<file path="config.mk">
export PLATFORM = sky130hd
export DESIGN_NAME = byte_hazard_tracker
export DESIGN_NICKNAME = d
export VERILOG_FILES = /design/src/rtl/bht_pkg.sv /design/src/rtl/bht_lane_decode.sv /design/src/rtl/bht_tag_slot.sv /design/src/rtl/bht_busy_merge.sv /design/src/rtl/byte_hazard_tracker.sv
export SDC_FILE = /design/constraint.sdc
export NUM_CORES = 1
export LEC_CHECK = 0
export BUFFER_PORTS_ARGS = -buffer_cell sky130_fd_sc_hd__buf_2
export CORE_ASPECT_RATIO = 0.9
export CORE_MARGIN = 5
export CORE_UTILIZATION = 40
export DETAILED_ROUTE_END_ITERATION = 7
export GPL_TIMING_DRIVEN = 0
export PLACE_DENSITY = 0.59
export SLEW_MARGIN = 25
export SYNTH_ARGS = -nofsm -noshare
export SYNTH_HDL_FRONTEND = slang
export SYNTH_HIERARCHICAL = 1
export SYNTH_SLANG_ARGS = --single-unit
</file>
<file path="constraint.sdc">
create_clock -name clk -period 10.2 [get_ports clk]
set_input_delay 0.51 -clock clk [delete_from_list [all_inputs] [get_ports clk]]
set_output_delay 0.51 -clock clk [all_outputs]
set_load 0.01 [all_outputs]
</file>
<file path="src/rtl/bht_pkg.sv">
package bht_pkg;
   localparam int LANES = 8;

   typedef enum logic [1:0] {
      SZ_B8  = 2'd0,
      SZ_B16 = 2'd1,
      SZ_B32 = 2'd2,
      SZ_B64 = 2'd3
   } elem_size_e;
endpackage

</file>
<file path="src/rtl/bht_lane_decode.sv">
module bht_lane_decode
   import bht_pkg::*;
(
   input  logic [1:0] size,
   input  logic [2:0] offset,
   output logic [7:0] lanes,
   output logic       misaligned
);
   elem_size_e sz;
   logic [7:0] raw;

   always_comb begin
      sz = elem_size_e'(size);
      unique case (sz)
         SZ_B8: begin
            raw        = 8'h01 << offset;
            misaligned = 1'b0;
         end
         SZ_B16: begin
            raw        = 8'h03 << {offset[2:1], 1'b0};
            misaligned = offset[0];
         end
         SZ_B32: begin
            raw        = 8'h0F << {offset[2], 2'b00};
            misaligned = |offset[1:0];
         end
         default: begin
            raw        = 8'hFF;
            misaligned = |offset;
         end
      endcase
      lanes = misaligned ? 8'h00 : raw;
   end
endmodule

</file>
<file path="src/rtl/bht_tag_slot.sv">
module bht_tag_slot #(
   parameter int RIDX_W = 3
) (
   input  logic              clk,
   input  logic              rst_n,
   input  logic              load,
   input  logic              clear,
   input  logic [RIDX_W-1:0] load_reg,
   input  logic [7:0]        load_lanes,
   output logic              held,
   output logic [RIDX_W-1:0] held_reg,
   output logic [7:0]        held_lanes
);
   always_ff @(posedge clk) begin
      if (!rst_n) begin
         held       <= 1'b0;
         held_reg   <= '0;
         held_lanes <= '0;
      end else if (load) begin
         held       <= 1'b1;
         held_reg   <= load_reg;
         held_lanes <= load_lanes;
      end else if (clear) begin
         held       <= 1'b0;
         held_lanes <= '0;
      end
   end
endmodule

</file>
<file path="src/rtl/bht_busy_merge.sv">
module bht_busy_merge #(
   parameter int NUM_REGS = 8,
   parameter int NUM_TAGS = 4,
   parameter int RIDX_W   = 3
) (
   input  logic [NUM_TAGS-1:0]        slot_held,
   input  logic [NUM_TAGS*RIDX_W-1:0] slot_reg,
   input  logic [NUM_TAGS*8-1:0]      slot_lanes,
   input  logic [NUM_TAGS-1:0]        exclude,
   output logic [NUM_REGS*8-1:0]      busy
);
   for (genvar r = 0; r < NUM_REGS; r++) begin : g_reg
      logic [7:0] acc;
      always_comb begin
         acc = '0;
         for (int t = 0; t < NUM_TAGS; t++) begin
            if (slot_held[t] && !exclude[t] &&
                slot_reg[t*RIDX_W +: RIDX_W] == RIDX_W'(r))
               acc = acc | slot_lanes[t*8 +: 8];
         end
      end
      assign busy[r*8 +: 8] = acc;
   end
endmodule

</file>
<file path="src/rtl/byte_hazard_tracker.sv">
module byte_hazard_tracker
   import bht_pkg::*;
#(
   parameter int NUM_REGS = 8,
   parameter int NUM_TAGS = 4,
   parameter int RIDX_W   = (NUM_REGS > 1) ? $clog2(NUM_REGS) : 1,
   parameter int TAG_W    = (NUM_TAGS > 1) ? $clog2(NUM_TAGS) : 1
) (
   input  logic                  clk,
   input  logic                  rst_n,
   input  logic                  rsv_valid,
   input  logic [RIDX_W-1:0]     rsv_reg,
   input  logic [1:0]            rsv_size,
   input  logic [2:0]            rsv_offset,
   input  logic [TAG_W-1:0]      rsv_tag,
   input  logic                  rel_valid,
   input  logic [TAG_W-1:0]      rel_tag,
   output logic                  rsv_grant,
   output logic                  rsv_stall,
   output logic                  rsv_misalign,
   output logic [NUM_REGS*8-1:0] busy_lanes
);
   localparam logic [RIDX_W:0] REG_LIMIT = (RIDX_W+1)'(NUM_REGS);

   if (NUM_REGS < 1) begin : g_bad_regs
      $error("byte_hazard_tracker: NUM_REGS must be at least 1");
   end
   if (NUM_TAGS < 1) begin : g_bad_tags
      $error("byte_hazard_tracker: NUM_TAGS must be at least 1");
   end
   if ((1 << RIDX_W) < NUM_REGS) begin : g_bad_ridx
      $error("byte_hazard_tracker: RIDX_W too narrow for NUM_REGS");
   end
   if ((1 << TAG_W) < NUM_TAGS) begin : g_bad_tagw
      $error("byte_hazard_tracker: TAG_W too narrow for NUM_TAGS");
   end

   logic [7:0]                 req_lanes;
   logic                       req_misaligned;
   logic [NUM_TAGS-1:0]        slot_held;
   logic [NUM_TAGS*RIDX_W-1:0] slot_reg;
   logic [NUM_TAGS*8-1:0]      slot_lanes;
   logic [NUM_TAGS-1:0]        rel_hit;
   logic [NUM_TAGS-1:0]        load_hit;
   logic [NUM_REGS*8-1:0]      post_release;
   logic [7:0]                 target_view;
   logic                       reg_ok;
   logic                       tag_free;

   bht_lane_decode u_decode (
      .size       (rsv_size),
      .offset     (rsv_offset),
      .lanes      (req_lanes),
      .misaligned (req_misaligned)
   );

   for (genvar t = 0; t < NUM_TAGS; t++) begin : g_slot
      assign rel_hit[t]  = rel_valid && (rel_tag == TAG_W'(t));
      assign load_hit[t] = rsv_grant && (rsv_tag == TAG_W'(t));

      bht_tag_slot #(.RIDX_W(RIDX_W)) u_slot (
         .clk        (clk),
         .rst_n      (rst_n),
         .load       (load_hit[t]),
         .clear      (rel_hit[t]),
         .load_reg   (rsv_reg),
         .load_lanes (req_lanes),
         .held       (slot_held[t]),
         .held_reg   (slot_reg[t*RIDX_W +: RIDX_W]),
         .held_lanes (slot_lanes[t*8 +: 8])
      );
   end

   bht_busy_merge #(
      .NUM_REGS (NUM_REGS),
      .NUM_TAGS (NUM_TAGS),
      .RIDX_W   (RIDX_W)
   ) u_visible (
      .slot_held  (slot_held),
      .slot_reg   (slot_reg),
      .slot_lanes (slot_lanes),
      .exclude    ({NUM_TAGS{1'b0}}),
      .busy       (busy_lanes)
   );

   bht_busy_merge #(
      .NUM_REGS (NUM_REGS),
      .NUM_TAGS (NUM_TAGS),
      .RIDX_W   (RIDX_W)
   ) u_post_release (
      .slot_held  (slot_held),
      .slot_reg   (slot_reg),
      .slot_lanes (slot_lanes),
      .exclude    (rel_hit),
      .busy       (post_release)
   );

   always_comb begin
      target_view = '0;
      for (int r = 0; r < NUM_REGS; r++) begin
         if (rsv_reg == RIDX_W'(r))
            target_view = post_release[r*8 +: 8];
      end
      tag_free = 1'b0;
      for (int t = 0; t < NUM_TAGS; t++) begin
         if (rsv_tag == TAG_W'(t))
            tag_free = !slot_held[t] || rel_hit[t];
      end
   end

   assign reg_ok       = {1'b0, rsv_reg} < REG_LIMIT;
   assign rsv_misalign = rsv_valid && req_misaligned;
   assign rsv_grant    = rsv_valid && !req_misaligned && reg_ok && tag_free &&
                         ((target_view & req_lanes) == 8'h00);
   assign rsv_stall    = rsv_valid && !rsv_grant;
endmodule

</file>
== Word-level counts from Yosys, hierarchy flattened ==
Cells that the tools add are included.
W data, S select, Z words.
Operators by class
  equal/unequal tests: 43
  shifts and indexed selects: 3
  muxes and demuxes: 95
  bitwise operators: 49
  reduce and logical (&&, ||, !) cells: 110
Operators by type and width (count)
  $mux W8: 81
  $or A8 B8 Y8: 48
  $logic_and A1 B1 Y1: 81
  $eq A3 B3 Y1 const B: 20
  $eq A3 B2 Y1 const B: 10
  $pmux W8 S3: 1
  $eq A3 B1 Y1 const B: 5
  $logic_not A3 Y1: 5
  $mux W1: 12
  $eq A2 B2 Y1 const B: 5
  $logic_not A1 Y1: 10
  $and A8 B8 Y8: 1
  $logic_not A8 Y1: 1
  $reduce_bool A2 Y1: 4
  $shl A1 B3 Y8 const A: 1
  $shl A2 B3 Y8 const A: 1
  $shl A4 B3 Y8 const A: 1
  $eq A2 B1 Y1 const B: 3
  $logic_not A2 Y1: 3
  $logic_or A1 B1 Y1: 4
  $pmux W1 S3: 1
  $reduce_or A3 Y1: 1
  $reduce_or A2 Y1: 1
Word-level totals
  flip-flop bits (word level): 48
  input bits: 16
  output and inout port bits: 67
  word-level logic and storage cells: 312

== Longest topological paths before layout ==
  depth after elaboration: 25
  depth in mapped cells: 15
  gate-level depth less buffers: 13

== Cells and area by module ==
Netlist, hierarchy kept.
By module, submodules not included
  bht_busy_merge: instances 2, cells each 226, area an instance 1567.8 um2, seq. area each 0.0 um2
  bht_tag_slot: instances 4, cells each 48, area an instance 466.7 um2, seq. area each 240.2 um2
  byte_hazard_tracker: instances 1, cells each 90, area an instance 785.8 um2, seq. area each 0.0 um2
  bht_lane_decode: instances 1, cells each 37, area an instance 239.0 um2, seq. area each 0.0 um2

== Worst setup path before layout ==
No wires, ideal clock.
  path type: input to register
  from: input port rel_tag[1]
  to: register g_slot[0].u_slot.held_reg[0]
  library setup time: 116 ps
  data arrival time: 3911 ps
  data required time: 10084 ps
  setup slack: 6173 ps
  stages on the path: 15
  path buffers: 3
  cell sequence: nor3b_1 nand4bb_1 clkbuf_1 buf_2 o22ai_1 a221o_1 mux4_1 mux2_2 a22o_1 a211oi_2 o2111ai_2 nor4_1 buf_6 mux2i_1 nor2b_1
On the way
  elaborated cells between the ends (all ways): 125
  those cells by class: eq/ne (3); mux (44); bitwise (25); reduce/logical (53)
RTL lines
  start: declaration: line byte_hazard_tracker.sv:17  | input logic [TAG_W-1:0] rel_tag,
  $logic_not A2 Y1: line byte_hazard_tracker.sv:58  | assign rel_hit[t] = rel_valid && (rel_tag == TAG_W'(t));
  $logic_and A1 B1 Y1: line byte_hazard_tracker.sv:58
  $logic_not A1 Y1: line bht_busy_merge.sv:17  | if (slot_held[t] && !exclude[t] &&
  $logic_and A1 B1 Y1 (2 in series): line bht_busy_merge.sv:17
  $mux W8: line bht_busy_merge.sv:17
  $or A8 B8 Y8: line bht_busy_merge.sv:19  | acc = acc | slot_lanes[t*8 +: 8];
  $mux W8: line bht_busy_merge.sv:17
  $or A8 B8 Y8: line bht_busy_merge.sv:19
  (+2 left out)
  $mux W8 (*): line bht_busy_merge.sv:17
  net post_release[16]: line byte_hazard_tracker.sv:45  | logic [NUM_REGS*8-1:0] post_release;
  $mux W8 (*) (6 in series): line byte_hazard_tracker.sv:101  | if (rsv_reg == RIDX_W'(r))
  $and A8 B8 Y8 (*): line byte_hazard_tracker.sv:114  | ((target_view & req_lanes) == 8'h00);
  $logic_not A8 Y1 (*): line byte_hazard_tracker.sv:114
  $logic_and A1 B1 Y1 (*): line byte_hazard_tracker.sv:113  | assign rsv_grant = rsv_valid && !req_misaligned && reg_ok && tag_free &&
  $logic_and A1 B1 Y1 (*): line byte_hazard_tracker.sv:59  | assign load_hit[t] = rsv_grant && (rsv_tag == TAG_W'(t));
  net load_hit[0]: line byte_hazard_tracker.sv:44  | logic [NUM_TAGS-1:0] load_hit;
  end signal: assignment: line bht_tag_slot.sv:21  | held_reg <= load_reg;
  end: declaration: line bht_tag_slot.sv:11  | output logic [RIDX_W-1:0] held_reg,
The timed path passes the listed nets; every way through them passes the cells marked *.
A chain may end at the register's enable or synchronous reset.

== Worst setup path in the final report ==
  from: input port rel_tag[1]
  to: register g_slot[1].u_slot.held_reg[0]
On the way
  elaborated cells between the ends (all ways): 125
  those cells by class: eq/ne (3); mux (44); bitwise (25); reduce/logical (53)
RTL lines
  $logic_not A2 Y1 (*): line byte_hazard_tracker.sv:58
  $logic_and A1 B1 Y1 (*): line byte_hazard_tracker.sv:58
  net rel_hit[0]: line byte_hazard_tracker.sv:43  | logic [NUM_TAGS-1:0] rel_hit;
  $logic_not A1 Y1 (*): line bht_busy_merge.sv:17
  $logic_and A1 B1 Y1 (*) (2 in series): line bht_busy_merge.sv:17
  $mux W8 (*): line bht_busy_merge.sv:17
  $or A8 B8 Y8: line bht_busy_merge.sv:19
  $mux W8 (*): line bht_busy_merge.sv:17
  (+3 left out)
  $mux W8 (*): line bht_busy_merge.sv:17
  net post_release[16]: line byte_hazard_tracker.sv:45
  $mux W8 (*) (6 in series): line byte_hazard_tracker.sv:101
  $and A8 B8 Y8 (*): line byte_hazard_tracker.sv:114
  $logic_not A8 Y1 (*): line byte_hazard_tracker.sv:114
  $logic_and A1 B1 Y1 (*): line byte_hazard_tracker.sv:113
  $logic_and A1 B1 Y1 (*): line byte_hazard_tracker.sv:59
  net load_hit[1]: line byte_hazard_tracker.sv:44
  end signal: assignment: line bht_tag_slot.sv:21
  end: declaration: line bht_tag_slot.sv:11
Marks and branches as above.

==> impl_metrics.yaml <==
placed_design:
  place.gp.congestion: 1.05
  port_buffers: 80
  hpwlAfterDp_um: 20700
  dp_slack_ps: 4820
power_and_ir_drop:
  p_clk_share_pct: 44.0
  p_int_uw: 354
  seqPwrFrac_pct: 41.1
  pwr-share-comb_pct: 15.0
  p_leak_uw: 0.00223
  p_sw_share_pct: 25.7
  power.switching_uw: 123
  power_density_nw_per_um2: 68.7
  peakVddDrop_uv: 75.3
logic_synthesis:
  syn_avg_cell_area_um2: 7.82
  ys_async_sr_fraction_pct: 0
  synth_cell_type_count: 54
  synth_top_area_cell: "a221o_1"
  synth_ff_type: "dfxtp_1"
  yosysWarnings: 6
  yosysTopAreaCellShare_pct: 21.3
  synth_area_leaders: "a221o_1, dfxtp_1, o22ai_1, nand2b_1, nand3_1"
  synth_seq_cells: 48
  synth_edf_count: 0
  synth_area_um2: 6030
  seq_area_frac_synth_pct: 15.9
  synthCells: 771
detailed_routing:
  post_drt_wl_per_cell_um: 26.3
  vias_per_cell: 7.16
  vias: 7641
  postRouteAntennaNets: 0
  drtIter0Drc: 1459
  drt_wl_total_um: 28000
  drtPass1Iterations: 7
  drc: 0
cts:
  cts_max_level: 2
  cts_resized: 0
  postCtsSetupRepairBufs: 0
  tritoncts: "done"
  cts_sinks: 48
  worstSkewPairLatency_ps: 290
  ctsHoldBuffers: 0
  root_buffer: "clkbuf_16"
  clk_path_buf_depth: 2
  clkSlewWorstSetupHoldPaths_ps: 70
  numCtsBuffers: 5
grt:
  grt_usage_pct: 29.9
  grt_pass1_vias: 7110
  grt_max_degree: 17
  grt_pass1_wl_um: 41800
  antenna_found_initial: 0
  overflow: 0
sta:
  fin_crit_ps: 5350
  fin_skew_ps: 6.86
  finalSetupTns_ps: 0
  drv_slew: 0
  rsz0062_at_grt: "false"
  hold_viol: 0
  post-route-period-util_pct: 52.4
  relSlewSlack_pct: 24.5
  timing.fmax_mhz: 187
  worst_slew_pin_slew_ps: 1130
  final.setup.worst_slack_ps: 4850
  setup_viol: 0
run_status:
  status: "finished clean"
finish:
  final_cell_mix: "o22ai_1, a221o_1, buf_2"
  antennaDiodeCount: 0
  final_layout_size_suffix_gt1_share_pct: 18.0
  nets: 885
  largest_reg_flops: 32
  syn2layout_area_growth_pct: 15.0
  final_common_cell: "o22ai_1"
min_path:
  hp-class: "flip-flop to flip-flop"
die:
  num_rows: 42
  start_util_pct: 40.8
  io_pins: 83
  core_um2: 14800
  die_h_um: 126
  die_w_um: 139
  die_area_um2: 17600
setup_path:
  critPathCaptureType: "flip-flop"
  worstSetupPathType: "primary input to flip-flop"
  crit_arrival_ps: 5530
  worstPathRequired_ps: 10380
  start_kind: "primary input"
  critPathMaxFanout: 10
run:
  drv_cap: 0
power by group through the flow:
stage,logic [uW],clock network [uW],registers (uW)
2_1_floorplan,46.1,0,197
3_3_place_gp,68.8,0,200
3_5_place_dp,69.2,0,200
4_1_cts,69.3,212,195
5_1_grt,75.9,220,196
6_report,71.4,209,196
stage by stage:
stage	util, %	cells	total power (uW)	cell area (um2)	hold WS (ps)
finish	46.9	1067	476	6930	527
global route	46.9	1067	492	6930	550
CTS	46.9	1067	477	6930	523
floorplan	-	782	243	6070	452
global placement	45.5	1060	268	6720	510
detailed placement	45.7	1060	269	6750	511
worst max-delay path, cell delays in order:
cell and delay, ps:
buf_2 110, nor3b_1 730, nand4bb_1 220, clkbuf_1 390
buf_2 370, o22ai_1 140, a221o_1 270, mux4_1 500
mux2_2 300, a22o_1 250, a211oi_2 350, o2111ai_2 280
nor4_1 610, buf_6 240, mux2i_1 190, nor2b_1 60
worst paths after layout:
| path | from | end | slack, ps | cells after the start |
|---|---|---|---|---|
| setup / recovery | rel_tag[1] | g_slot[1].u_slot/held_reg[0]$_SDFFE_PN0P_ | 4850 | 16 |
| setup reg to reg | g_slot[1].u_slot/held$_SDFFE_PN0P_ | g_slot[1].u_slot/held_reg[0]$_SDFFE_PN0P_ | 5440 | 13 |
| hold / removal | g_slot[2].u_slot/held_lanes[2]$_SDFFE_PN0P_ | g_slot[2].u_slot/held_lanes[2]$_SDFFE_PN0P_ | 530 | 2 |
| hold reg to reg | g_slot[2].u_slot/held_lanes[2]$_SDFFE_PN0P_ | g_slot[2].u_slot/held_lanes[2]$_SDFFE_PN0P_ | 530 | 2 |
cells in the mapped netlist, drive strengths merged, types with 3 or more instances:
cell / number
a21oi: 10
inv: 5
nor3: 14
o22ai: 130
mux2i: 13
nand3: 36
dfxtp: 48
o21a: 5
or3b: 5
buf: 68
mux2: 8
nor2b: 20
nand2b: 80
nand3b: 5
nand4bb: 9
and3b: 3
or4b: 4
nand2: 42
xor2: 4
nor3b: 3
o2bb2ai: 4
a221oi: 3
nand4b: 4
nor2: 30
mux4: 10
a221o: 128
o21ai: 40
clkbuf: 20
routing by layer:
layer	vias to the layer above	global-route usage [%]	share of wire, %
met5	-	0	0
met4	0	9.44	4.5
met3	130	9.22	14
met2	614	43.3	41
met1	3552	42.3	40
li1	3345	-	-
cell families after synthesis:
| family | count (synthesis) | synth area share [%] |
|---|---|---|
| AO/OA/AOI/OAI | 329 | 42.2 |
| XOR/XNOR | 5 | 0.727 |
| buffers and inverters | 93 | 7.87 |
| flip-flops | 48 | 15.9 |
| multiplexers | 31 | 7.64 |
| other | 1 | 0.0622 |
| AND/OR/NAND/NOR | 264 | 25.6 |
final cells by class:
| class | instances | area (um2) |
|---|---|---|
| fillers | 1534 | 7840 |
| multi-input cells | 641 | 4660 |
| flip-flops and latches | 48 | 961 |
| plain buffers | 88 | 455 |
| repair buffers | 80 | 400 |
| well taps | 198 | 248 |
| clock buffers | 5 | 125 |
| clock inverters | 2 | 60.1 |
| inverters | 5 | 18.8 |
(Power assumes the default switching activity.)
